## src/rtl/dlyrd_pkg.sv

```systemverilog
package dlyrd_pkg;
    typedef enum logic [1:0] {
        TM_IDLE  = 2'd0,
        TM_FRESH = 2'd1,
        TM_COUNT = 2'd2
    } tmr_state_e;

    typedef enum logic [1:0] {
        RSP_NONE   = 2'd0,
        RSP_ACCEPT = 2'd1,
        RSP_DUP    = 2'd2,
        RSP_REJECT = 2'd3
    } rsp_e;
endpackage

```

## src/rtl/dlyrd_store.sv

```systemverilog
module dlyrd_store #(
    parameter int DEPTH = 4,
    parameter int EW    = 36,
    localparam int PW   = $clog2(DEPTH),
    localparam int OW   = $clog2(DEPTH + 1)
) (
    input  logic                clk,
    input  logic                rst_n,
    input  logic                push,
    input  logic [EW-1:0]       push_data,
    input  logic                pop,
    output logic [DEPTH*EW-1:0] ent_flat,
    output logic [DEPTH-1:0]    ent_vld,
    output logic [OW-1:0]       occ,
    output logic                full,
    output logic                empty
);
    logic [EW-1:0] slot_q [DEPTH];
    logic [PW-1:0] wptr_q, rptr_q;

    function automatic logic [PW-1:0] bump(input logic [PW-1:0] p);
        return (p == PW'(DEPTH - 1)) ? '0 : p + PW'(1);
    endfunction

    always_ff @(posedge clk) begin
        if (push) slot_q[wptr_q] <= push_data;
    end

    always_ff @(posedge clk or negedge rst_n) begin
        if (!rst_n) begin
            wptr_q  <= '0;
            rptr_q  <= '0;
            ent_vld <= '0;
            occ     <= '0;
        end else begin
            if (push) begin
                ent_vld[wptr_q] <= 1'b1;
                wptr_q          <= bump(wptr_q);
            end
            if (pop) begin
                ent_vld[rptr_q] <= 1'b0;
                rptr_q          <= bump(rptr_q);
            end
            occ <= occ + OW'(push) - OW'(pop);
        end
    end

    assign full  = (occ == OW'(DEPTH));
    assign empty = (occ == '0);

    for (genvar i = 0; i < DEPTH; i++) begin : g_flat
        assign ent_flat[i*EW +: EW] = slot_q[i];
    end

    assert_no_overflow_R4: assert property (@(posedge clk) disable iff (!rst_n)
        push |-> (occ != OW'(DEPTH)));
    assert_no_underflow_R5: assert property (@(posedge clk) disable iff (!rst_n)
        pop |-> (occ != '0));
endmodule

```

## src/rtl/dlyrd_match.sv

```systemverilog
module dlyrd_match #(
    parameter int DEPTH = 4,
    parameter int EW    = 36
) (
    input  logic [DEPTH*EW-1:0] ent_flat,
    input  logic [DEPTH-1:0]    ent_vld,
    input  logic [EW-1:0]       key,
    output logic                hit
);
    logic [DEPTH-1:0] slot_hit;

    for (genvar i = 0; i < DEPTH; i++) begin : g_cmp
        assign slot_hit[i] = ent_vld[i] && (ent_flat[i*EW +: EW] == key);
    end

    assign hit = |slot_hit;
endmodule

```

## src/rtl/dlyrd_timer.sv

```systemverilog
module dlyrd_timer
    import dlyrd_pkg::*;
#(
    parameter int TW       = 16,
    parameter int TMO_DFLT = 32768
) (
    input  logic          clk,
    input  logic          rst_n,
    input  logic          load,
    input  logic          clear,
    input  logic          run,
    input  logic          hit_pop,
    input  logic [TW-1:0] tmo_value,
    output logic          expire
);
    tmr_state_e    state_q, state_d;
    logic [TW-1:0] cnt_q, cnt_d;
    logic [TW-1:0] start_val;

    assign start_val = (tmo_value == '0) ? TW'(TMO_DFLT) : tmo_value;

    always_ff @(posedge clk or negedge rst_n) begin
        if (!rst_n) begin
            state_q <= TM_IDLE;
            cnt_q   <= '0;
        end else begin
            state_q <= state_d;
            cnt_q   <= cnt_d;
        end
    end

    always_comb begin
        state_d = state_q;
        cnt_d   = cnt_q;
        if (load) begin
            state_d = TM_FRESH;
            cnt_d   = start_val;
        end else if (clear) begin
            state_d = TM_IDLE;
        end else begin
            unique case (state_q)
                TM_IDLE: ;
                TM_FRESH, TM_COUNT: begin
                    if (run) begin
                        state_d = TM_COUNT;
                        if (cnt_q != '0) cnt_d = cnt_q - TW'(1);
                    end
                end
                default: state_d = TM_IDLE;
            endcase
        end
    end

    always_comb begin
        expire = 1'b0;
        unique case (state_q)
            TM_FRESH, TM_COUNT: expire = run && !hit_pop && (cnt_q <= TW'(1));
            default:            expire = 1'b0;
        endcase
    end

    assert_hold_gate_off_R6: assert property (@(posedge clk) disable iff (!rst_n)
        (state_q != TM_IDLE && !run && !load && !clear) |=> $stable(cnt_q));
endmodule

```

## src/rtl/dlyrd_queue.sv

```systemverilog
module dlyrd_queue
    import dlyrd_pkg::*;
#(
    parameter int AW       = 32,
    parameter int CW       = 4,
    parameter int DEPTH    = 4,
    parameter int TW       = 16,
    parameter int TMO_DFLT = 32768
) (
    input  logic          clk,
    input  logic          rst_n,
    input  logic          req_valid,
    input  logic [AW-1:0] req_addr,
    input  logic [CW-1:0] req_cmd,
    input  logic          cpl_ready,
    input  logic          rdq_head,
    input  logic          repeat_hit,
    input  logic [TW-1:0] tmo_value,
    input  logic          err_en,
    output logic          rsp_accept,
    output logic          rsp_dup,
    output logic          rsp_reject,
    output logic          discard,
    output logic          err_report
);
    localparam int EW = AW + CW;
    localparam int OW = $clog2(DEPTH + 1);

    logic [DEPTH*EW-1:0] ent_flat;
    logic [DEPTH-1:0]    ent_vld;
    logic [OW-1:0]       occ, occ_next;
    logic                full, empty, hit;
    logic                push, pop, rep_pop, gate, expire, load, clear;
    logic [EW-1:0]       key;
    rsp_e                rsp_d;

    assign key = {req_cmd, req_addr};

    dlyrd_match #(.DEPTH(DEPTH), .EW(EW)) u_match (
        .ent_flat (ent_flat),
        .ent_vld  (ent_vld),
        .key      (key),
        .hit      (hit)
    );

    assign push     = req_valid && !hit && !full;
    assign rep_pop  = repeat_hit && !empty;
    assign gate     = cpl_ready && rdq_head && !empty;
    assign pop      = rep_pop || expire;
    assign occ_next = occ + OW'(push) - OW'(pop);
    assign load     = (push && empty) || (pop && occ_next != '0);
    assign clear    = pop && (occ_next == '0);

    dlyrd_store #(.DEPTH(DEPTH), .EW(EW)) u_store (
        .clk       (clk),
        .rst_n     (rst_n),
        .push      (push),
        .push_data (key),
        .pop       (pop),
        .ent_flat  (ent_flat),
        .ent_vld   (ent_vld),
        .occ       (occ),
        .full      (full),
        .empty     (empty)
    );

    dlyrd_timer #(.TW(TW), .TMO_DFLT(TMO_DFLT)) u_timer (
        .clk       (clk),
        .rst_n     (rst_n),
        .load      (load),
        .clear     (clear),
        .run       (gate),
        .hit_pop   (rep_pop),
        .tmo_value (tmo_value),
        .expire    (expire)
    );

    always_comb begin
        rsp_d = RSP_NONE;
        if (req_valid) begin
            if (hit)       rsp_d = RSP_DUP;
            else if (full) rsp_d = RSP_REJECT;
            else           rsp_d = RSP_ACCEPT;
        end
    end

    always_ff @(posedge clk or negedge rst_n) begin
        if (!rst_n) begin
            rsp_accept <= 1'b0;
            rsp_dup    <= 1'b0;
            rsp_reject <= 1'b0;
            discard    <= 1'b0;
            err_report <= 1'b0;
        end else begin
            rsp_accept <= (rsp_d == RSP_ACCEPT);
            rsp_dup    <= (rsp_d == RSP_DUP);
            rsp_reject <= (rsp_d == RSP_REJECT);
            discard    <= expire;
            err_report <= expire && err_en;
        end
    end

    assert_resp_onehot_R4: assert property (@(posedge clk) disable iff (!rst_n)
        $onehot0({rsp_accept, rsp_dup, rsp_reject}));
    assert_err_needs_discard_R8: assert property (@(posedge clk) disable iff (!rst_n)
        err_report |-> discard);
    assert_dup_needs_entry_R2: assert property (@(posedge clk) disable iff (!rst_n)
        rsp_dup |-> ($past(occ) != '0));
    assert_dup_keeps_occ_R2: assert property (@(posedge clk) disable iff (!rst_n)
        (req_valid && hit && !pop) |=> $stable(occ));
endmodule

```

## config.mk

```make
export PLATFORM = sky130hd
export DESIGN_NAME = dlyrd_queue
export DESIGN_NICKNAME = d
export VERILOG_FILES = /design/src/rtl/dlyrd_pkg.sv /design/src/rtl/dlyrd_store.sv /design/src/rtl/dlyrd_match.sv /design/src/rtl/dlyrd_timer.sv /design/src/rtl/dlyrd_queue.sv
export SDC_FILE = /design/constraint.sdc
export NUM_CORES = 1
export LEC_CHECK = 0
export BUFFER_PORTS_ARGS = -buffer_cell sky130_fd_sc_hd__buf_4
export CAP_MARGIN = 15
export CORE_MARGIN = 1
export CORE_UTILIZATION = 40
export CTS_CLUSTER_SIZE = 12
export DETAILED_ROUTE_END_ITERATION = 16
export PLACE_DENSITY_LB_ADDON = 0.1
export RECOVER_POWER = 100
export SYNTH_ARGS = -nofsm -noshare
export SYNTH_HDL_FRONTEND = slang
export SYNTH_HIERARCHICAL = 1
export SYNTH_SLANG_ARGS = --single-unit
```

## constraint.sdc

```tcl
create_clock -name clk -period 11.6 [get_ports clk]
set_input_delay 1.16 -clock clk [delete_from_list [all_inputs] [get_ports clk]]
set_output_delay 1.16 -clock clk [all_outputs]
set_load 0.005 [all_outputs]
```

==> results.yml, run 1 <==
status:
  status: "finished with violations"
  failed_checks: "max-capacitance violations, max-slew violations"
drt:
  via_count: 4502
  first_pass_iters: 4
  drc_errors: 0
  drtIter0Drc: 341
  ant_nets: 0
  drt-total-wl_um: 16700
  wl_per_cell_um: 18.3
  viasPerCell: 4.95
synthesis:
  synthAdderAreaFrac_pct: 3.00
  yosys.area_share.simple_pct: 9.97
  synth.net_count: 629
  synth_cell_types: 45
  synth_xor_area_share_pct: 17.7
  synth_top_family_by_area: "XOR/XNOR gates"
  yosysWarningCount: 6
  avgSynthCellArea_um2: 14.5
  ys_seq_elements: 178
  synth_seq_area_share_pct: 64.6
  synthFlopType: "edfxtp_1"
  syn_area_um2: 8010
  synth-compound-area-share_pct: 3.12
  ys_async_sr_fraction_pct: 19.1
  postSynthCellCount: 552
  synth_edf_count: 144
  synth.area.mux_share_pct: 0.547
global_route:
  grt_max_degree: 38
  grt_pass1_vias: 4661
  grt_pass1_wl_um: 26400
  grt-ovfl-total: 0
  grt_use_total_pct: 17.7
  antenna_found_initial: 0
min_path:
  hp-class: "reg2reg"
sta:
  setup_viol: 0
  hold_violations: 0
  rsz0062_at_grt: "false"
  slew_headroom_pct: -96.1
  post-route-period-util_pct: 54.1
  drv_slew: 187
  worst_pin_slew_ns: 2.94
  fmax_ghz: 0.159
  fin_crit_ns: 6.27
  timing.hold.ws_ns: 0.558
  fin_tns_setup_ns: 0
  fin_skew_ns: 0.0111
placed_design:
  place.gp.congestion: 0.807
  dpl.hpwl_um: 11100
  io_buffers: 63
clock_tree:
  cts_resized: 0
  post-cts-setup-buffer-count: 0
  clkLatencyLatePin_ns: 0.43
  root_buffer: "clkbuf_16"
  holdBufCountCts: 0
  clock_sinks: 178
  clockBufferDepth: 2
  path_clk_slew_ns: 0.08
  cts_tree: "yes"
  cts_made_buffers: 17
  htreeDepth: 4
critical_path:
  startpoint_type: "primary input"
  r2r_setup_slack_ns: 5.99
  crit_fanout: 27
  cp-end-kind: "flip-flop"
  worst-endpoint-required_ns: 11.92
  cp.arrival_ns: 6.59
  worst-setup-path-type: "in2reg"
die:
  fp.dieArea_um2: 20600
  rows: 51
  coreArea_um2: 19500
  die_h_um: 144
  ios: 64
  initial_utilization_pct: 41.0
  die_w_um: 144
pwr:
  powerDensity_nw_per_um2: 211
  peakVddDrop_uv: 106
  power.leakage_nw: 3.31
final_layout:
  final_layout_size_suffix_gt1_share_pct: 10.1
  area_delta_synth_final_pct: 14.9
  diodes: 0
  layout_common_cells: "xor2_1, edfxtp_1, clkbuf_1"
  nNetsFinal: 708
  final_common_cell: "xor2_1"
flow_run:
  drv_cap: 5
-- routing by layer --
metal | GRT usage (%) | wire length, um
met2 | 27.9 | 7900
met4 | 5.21 | 171
met5 | 0 | 0
met3 | 4.07 | 588
met1 | 24.4 | 8020
-- cells by family (layout without fill, tap and decap cells) --
| family | count (synthesis) | count (layout) |
|---|---|---|
| XOR/XNOR | 160 | 160 |
| multiplexers | 4 | 4 |
| flip-flops | 178 | 178 |
| adder cells (fa/ha/maj) | 18 | 18 |
| AO/OA/AOI/OAI | 37 | 37 |
| buffers and inverters | 23 | 115 |
| AND/OR/NAND/NOR | 132 | 132 |
-- report_power, final --
group          switching (mW)  total, mW  internal, mW  leakage, nW
registers              0.0841      0.950         0.866         1.74
logic                   0.270      0.441         0.171         1.30
clock network           0.269      0.555         0.285        0.275
total                   0.623       1.95          1.32         3.31
-- through the flow --
step | power [mW] | instance area, um^2 | worst slack (ns) | std cells | util [%]
2_1_floorplan | 1.26 | 8010 | 6.24 | 552 | -
3_3_place_gp | 1.41 | 8810 | 5.43 | 877 | 45.1
3_5_place_dp | 1.42 | 8810 | 5.19 | 877 | 45.1
4_1_cts | 1.99 | 9380 | 5.64 | 909 | 48.0
5_1_grt | 2.07 | 9200 | 4.71 | 909 | 47.1
6_report | 1.95 | 9200 | 5.33 | 909 | 47.1
-- final cells by class --
class / count / area, um^2
Tap cell: 265 / 332
Multi-Input combinational cell: 351 / 2720
Fill cell: 1800 / 10300
Clock inverter: 15 / 145
Timing Repair Buffer: 64 / 338
Inverter: 19 / 71.3
Clock buffer: 17 / 425
Sequential cell: 178 / 5170
-- registers in the layout, indices dropped and copies added (netlist names) --
name / count
discard: 1
err_report: 1
rsp_accept: 1
rsp_dup: 1
rsp_reject: 1
u_store/ent_vld: 4
u_store/occ: 3
u_store/rptr_q: 2
u_store/slot_q: 144
u_store/wptr_q: 2
u_timer/cnt_q: 16
u_timer/state_q: 2
-- cell usage after synthesis (9+ instances only) --
library cell  number  area, um^2
ha_1              16         200
edfxtp_1         144        4320
nor4_1            37         231
nand4_1            9        56.3
nand2_1           21        78.8
nor2_1            12        45.0
nor3_1            10        50.1
inv_1             19        71.3
xnor2_1           13         114
dfrtp_1           34         851
xor2_1           146        1280
o21ai_1           11        55.1
-- path summary, 6_finish.rpt --
check	startpoint	to	depth (start not counted)
max	req_addr[18]	u_timer/cnt_q[6]	18
min	u_timer/state_q[0]	u_timer/state_q[0]	2
max reg2reg	u_timer/cnt_q[6]	u_timer/cnt_q[6]	15
min reg2reg	u_timer/state_q[0]	u_timer/state_q[0]	2
max in group asynchronous	rst_n	u_store/ent_vld[0]	1
min in group asynchronous	rst_n	discard	1
-- critical path: stages --
cell and delay, ns:
clkbuf_1 0.51, xor2_1 0.22, nor4_1 0.08, nand4_1 0.13
nor3_1 0.07, or4_1 0.61, nor3b_1 0.87, inv_1 0.11
ha_1 0.32, inv_1 0.04, ha_1 0.18, fa_1 0.37
xnor3_1 0.21, nor3_1 0.05, o21ai_0 0.15, clkbuf_1 0.80
inv_1 0.35, mux2_2 0.37
No activity file was read; power rests on OpenSTA's default activity.
==> run 2: changes to the inputs <==
- clock period: 11.6 -> 6.5 ns (I/O delays scaled with it)
==> run 2 against run 1 <==
Net effect:
- the run still ends with max-capacitance violations, max-slew violations left
- via count increased by 0.84%
- worst setup slack worse by 4.3 ns
- design area grew 0.37%
- sequential power increased by 79%
- flip-flop and latch count stayed put
- largest cell class unchanged
==> results.yml, run 2 (synthesis results as in run 1) <==
clock_tree:
  htreeDepth: 4
  post-cts-setup-buffer-count: 0
  root_buffer: "clkbuf_16"
  cts_resized: 0
  clockBufferDepth: 2
  cts_tree: "yes"
  holdBufCountCts: 0
  clock_sinks: 178
  clkLatencyLatePin_ns: 0.43
  path_clk_slew_ns: 0.07
  cts_made_buffers: 17
die:
  ios: 64
  fp.dieArea_um2: 20600
  coreArea_um2: 19500
  initial_utilization_pct: 41.0
  die_h_um: 144
  rows: 51
  die_w_um: 144
sta:
  fin_tns_setup_ns: 0
  rsz0062_at_grt: "false"
  setup_viol: 0
  slew_headroom_pct: -93.7
  post-route-period-util_pct: 84.1
  layout_setup_ws_ns: 1.03
  worst_pin_slew_ns: 2.90
  timing.hold.ws_ns: 0.437
  fmax_ghz: 0.183
  drv_slew: 187
  fin_skew_ns: 0.0164
  hold_violations: 0
  fin_crit_ns: 5.47
drt:
  wl_per_cell_um: 18.2
  via_count: 4540
  drtIter0Drc: 285
  ant_nets: 0
  drc_errors: 0
  first_pass_iters: 4
  viasPerCell: 4.99
  drt-total-wl_um: 16500
final_layout:
  diodes: 0
  final_layout_size_suffix_gt1_share_pct: 10.1
  final_common_cell: "xor2_1"
  largest-register: "u_store/slot_q"
  layout_common_cells: "xor2_1, edfxtp_1, clkbuf_1"
  postLayoutCellArea_um2: 9240
  largest_reg_flops: 144
  top_regs: "u_store/slot_q: 144 flops, u_timer/cnt_q: 16 flops, u_store/ent_vld: 4 flops"
  area_delta_synth_final_pct: 15.3
  fill_cells: 1820
  nNetsFinal: 709
pwr:
  powerDensity_nw_per_um2: 381
  clockPowerShare_pct: 29.5
  peakVddDrop_uv: 190
  intPower_mw: 2.43
  p_switching_mw: 1.09
  power.leakage_nw: 3.32
  pwr-share-comb_pct: 22.4
  p_seq_share_pct: 48.1
  swShare_pct: 30.9
critical_path:
  cp.arrival_ns: 5.78
  cp-end-kind: "flip-flop"
  r2r_end: "u_timer/cnt_q[6]"
  rr_worst_depth: 17
  worst_r2r_startpoint: "u_timer/cnt_q[6]"
  crit_fanout: 10
  startpoint_type: "flip-flop"
  worst-setup-path-type: "reg2reg"
  r2r_setup_slack_ns: 1.03
  worst-endpoint-required_ns: 6.81
global_route:
  grt_max_degree: 38
  grt_pass1_vias: 4682
  grt_use_total_pct: 17.4
  antenna_found_initial: 0
  grt-ovfl-total: 0
  grt_pass1_wl_um: 26200
min_path:
  hp-class: "in2reg"
  min_to: "err_report"
  hold_path_depth: 2
  min-delay-start: "err_en"
placed_design:
  post_dp_cell_area_um2: 8820
  dp_slack_ns: 1.14
  place.gp.congestion: 0.813
  io_buffers: 63
  dpl.hpwl_um: 11100
status:
  failed_checks: "max-capacitance violations, max-slew violations"
  status: "finished with violations"
flow_run:
  drv_cap: 5
-- run 2: power groups by stage --
stage	registers, mW	logic, mW	clock network, mW
floorplan	1.68	0.582	0
global placement	1.70	0.814	0
detailed placement	1.71	0.834	0
CTS	1.69	0.840	1.06
global route	1.72	0.895	1.11
finish	1.70	0.790	1.04
-- run 2: routing by layer --
layer  GRT usage, %  up-vias  wire (um)  part of all wire [%]
li1               -     2170          -                     -
met5              0        -          0                     0
met1           23.6     2275       7700                    47
met3           4.07       11        655                   4.0
met4           4.20        0        126                  0.76
met2           28.3       84       8070                    49
-- run 2: worst max-delay path by stage --
| stage | start | to | slack, ns |
|---|---|---|---|
| 3_5_place_dp | req_addr[16] | u_timer/cnt_q[6] | 1.14 |
| 4_1_cts | u_timer/cnt_q[6] | u_timer/cnt_q[6] | 1.49 |
| 5_1_grt | u_timer/cnt_q[6] | u_timer/cnt_q[6] | 0.59 |
| 3_3_place_gp | req_addr[16] | u_timer/cnt_q[6] | 1.24 |
| 2_1_floorplan | req_addr[16] | u_timer/cnt_q[6] | 1.65 |
| 6_report | u_timer/cnt_q[6] | u_timer/cnt_q[6] | 1.03 |
-- run 2: area by class of cell --
type	instances	area [um^2]	area share, %
Clock buffer	18	429	4.65
Sequential cell	178	5170	56.0
Timing Repair Buffer	65	342	3.70
Multi-Input combinational cell	351	2720	29.5
Inverter	19	71.3	0.772
Tap cell	265	332	3.59
Clock inverter	13	166	1.80
-- run 2: per-stage QoR --
stage	util [%]	instances	total power [mW]
6_report	47.3	909	3.52
5_1_grt	47.3	909	3.73
4_1_cts	48.2	909	3.59
3_5_place_dp	45.2	878	2.54
3_3_place_gp	45.2	878	2.52
2_1_floorplan	-	552	2.26
-- run 2: critical path: stages (launching register included) --
cell and delay [ns]:
dfrtp_1 0.40, or4_1 0.66, nor3_1 0.78, nor4b_1 0.48, nor2_1 0.15, inv_1 0.27
ha_1 0.17, inv_1 0.04, ha_1 0.18, fa_1 0.38, xnor3_1 0.22, nor3_1 0.05
nor2b_1 0.16, and3b_1 0.33, nand3_2 0.18, a2111oi_0 0.51, xor2_1 0.12, mux2_2 0.28
==> run 3: changes to the inputs <==
- clock period: 6.5 -> 4.8 ns (I/O delays scaled with it)
==> run 3 against run 2 <==
Net effect:
- register-to-register slack got worse by 0.76 ns
- non-clock buffer count increased by 13
- clock-buffer cell count unchanged
- first-iteration DRC count increased by 1.4%
- the run still ends with max-capacitance violations, max-slew violations left
- power increased by 38%
- maximum frequency increased by 21%
- highest routed layer unchanged
- critical endpoint unchanged
- largest cell class unchanged
- clock skew decreased by 0.0039 ns
- utilization increased by 0.71 points
==> results.yml, run 3 (synthesis results as in run 1) <==
status:
  status: "finished with violations"
  failed_checks: "max-capacitance violations, max-slew violations"
clock_tree:
  htreeDepth: 4
  cts_made_buffers: 17
  path_clk_slew_ns: 0.07
  holdBufCountCts: 0
  clockBufferDepth: 2
  clock_sinks: 178
  cts_resized: 0
  root_buffer: "clkbuf_16"
  post-cts-setup-buffer-count: 0
  clkLatencyLatePin_ns: 0.43
  cts_tree: "yes"
final_layout:
  diodes: 0
  final_common_cell: "xor2_1"
  top_regs: "u_store/slot_q: 144 flops, u_timer/cnt_q: 16 flops, u_store/ent_vld: 4 flops"
  largest-register: "u_store/slot_q"
  postLayoutCellArea_um2: 9380
  fill_cells: 1773
  largest_reg_flops: 144
  area_delta_synth_final_pct: 17.1
  final_layout_size_suffix_gt1_share_pct: 12.8
  nNetsFinal: 722
  layout_common_cells: "xor2_1, edfxtp_1, clkbuf_1"
placed_design:
  io_buffers: 63
  place.gp.congestion: 0.784
  dpl.hpwl_um: 11600
  post_dp_cell_area_um2: 8920
  dp_slack_ns: -0.0365
critical_path:
  crit_fanout: 2
  worst-path-buf-inv: 2
  cp_cell_sequence: "xor2_1 -> nor4_1 -> nand4_1 -> nor3_1 -> or4_1 -> nor3b_1 -> inv_1 -> ha_1 -> inv_1 -> ha_1 -> fa_1 -> xnor3_1 -> nor3_1 -> nor2b_1 -> and3b_1 -> nand3_2 -> a2111oi_0 -> xor2_1 -> mux2_2"
  worst-endpoint-required_ns: 5.11
  startpoint_type: "flip-flop"
  slowest_delay_ns: 0.60
  path_delay_family: "simple AND/OR/NAND/NOR gates"
  r2r_setup_slack_ns: 0.28
  cpMaxStageDelayCell: "or4_1"
  cp-end-kind: "flip-flop"
  cp.arrival_ns: 4.84
  worst-setup-path-type: "reg2reg"
sta:
  slew_headroom_pct: -26.2
  fin_skew_ns: 0.0125
  hold_violations: 0
  drv_slew: 55
  fin_crit_ns: 4.52
  worst_pin_slew_ns: 1.89
  layout_setup_ws_ns: 0.276
  setup_viol: 0
  rsz0062_at_grt: "false"
  post-route-period-util_pct: 94.3
  fmax_ghz: 0.221
drt:
  drtIter0Drc: 289
  via_count: 4561
  wl_per_cell_um: 18.2
  ant_nets: 0
  drt-total-wl_um: 16800
  first_pass_iters: 4
  drc_errors: 0
  viasPerCell: 4.94
flow_run:
  drv_cap: 2
die:
  ios: 64
  die_h_um: 144
  die_w_um: 144
  rows: 51
  fp.dieArea_um2: 20600
  initial_utilization_pct: 41.0
  coreArea_um2: 19500
global_route:
  grt_pass1_wl_um: 26500
  grt-ovfl-total: 0
  grtUsageMet1_pct: 24.3
  use_met2_pct: 28.0
  grtUsageMet3_pct: 3.73
  grt-busiest-layer: "met2"
  grt_max_degree: 38
  grt_pass1_vias: 4683
  antenna_found_initial: 0
  grt_use_total_pct: 17.7
min_path:
  hp-class: "in2reg"
pwr:
  power.leakage_nw: 3.42
  peakVddDrop_uv: 247
  powerDensity_nw_per_um2: 519
[run 3: changes by cell type in the layout (fill, tap and decap cells not counted), moves of 2 or more]
cell / delta
clkbuf_4: +3
buf_4: +10
o21ai_1: +2
clkinvlp_4: -2
and2_2: +2
o21ai_0: -2
and2_0: -2
inv_8: +2
clkbuf_2: +2
clkbuf_1: -2
[run 3: path summary, 6_finish.rpt]
kind / to / cells past startpoint / from
max in group asynchronous: u_timer/cnt_q[8] / 1 / rst_n
setup / recovery: u_timer/cnt_q[6] / 19 / u_store/slot_q[0][16]
min in group asynchronous: rsp_reject / 1 / rst_n
hold / removal: err_report / 2 / err_en
hold reg to reg: u_timer/state_q[0] / 2 / u_timer/state_q[0]
setup reg to reg: u_timer/cnt_q[6] / 19 / u_store/slot_q[0][16]
[run 3: metrics by stage]
step | std cells | power, mW | setup TNS (ns) | hold WS [ns] | util [%]
after floorplan | 552 | 3.06 | 0 | 0.184 | -
after global placement | 891 | 3.44 | -0.0150 | 0.466 | 45.7
after detailed placement | 891 | 3.48 | -0.0365 | 0.467 | 45.7
after CTS | 923 | 4.97 | 0 | 0.00711 | 48.8
after global routing | 923 | 5.14 | 0 | 0.264 | 48.0
final | 923 | 4.86 | 0 | 0.278 | 48.0
[run 3: final cells by class]
cell class / count / area (um^2) / share of cell area [%]
Tap cell: 265 / 332 / 3.54
Inverter: 19 / 71.3 / 0.761
Timing Repair Buffer: 78 / 442 / 4.71
Multi-Input combinational cell: 351 / 2730 / 29.2
Clock inverter: 14 / 193 / 2.06
Sequential cell: 178 / 5170 / 55.2
Clock buffer: 18 / 429 / 4.58
[run 3: where the power goes]
part / internal [mW] / total, mW / leakage, nW / switching [mW]
Sequential: 2.07 / 2.29 / 1.74 / 0.212
Combinational: 0.442 / 1.11 / 1.38 / 0.668
Clock: 0.842 / 1.47 / 0.308 / 0.625
Total: 3.36 / 4.86 / 3.42 / 1.50
[run 3: worst register-to-register path, cell delays in order (launching register included)]
cell	delay (ns)
edfxtp_1	0.38
xor2_1	0.26
nor4_1	0.12
nand4_1	0.16
nor3_1	0.07
or4_1	0.60
nor3b_1	0.27
inv_1	0.07
ha_1	0.27
inv_1	0.04
ha_1	0.18
fa_1	0.36
xnor3_1	0.20
nor3_1	0.05
nor2b_1	0.13
and3b_1	0.25
nand3_2	0.09
a2111oi_0	0.51
xor2_1	0.12
mux2_2	0.28
[run 3: routing by layer]
metal | up-vias | share of wire [%]
li1 | 2207 | -
met1 | 2275 | 48
met2 | 69 | 48
met3 | 10 | 2.5
met4 | 0 | 0.95
met5 | - | 0
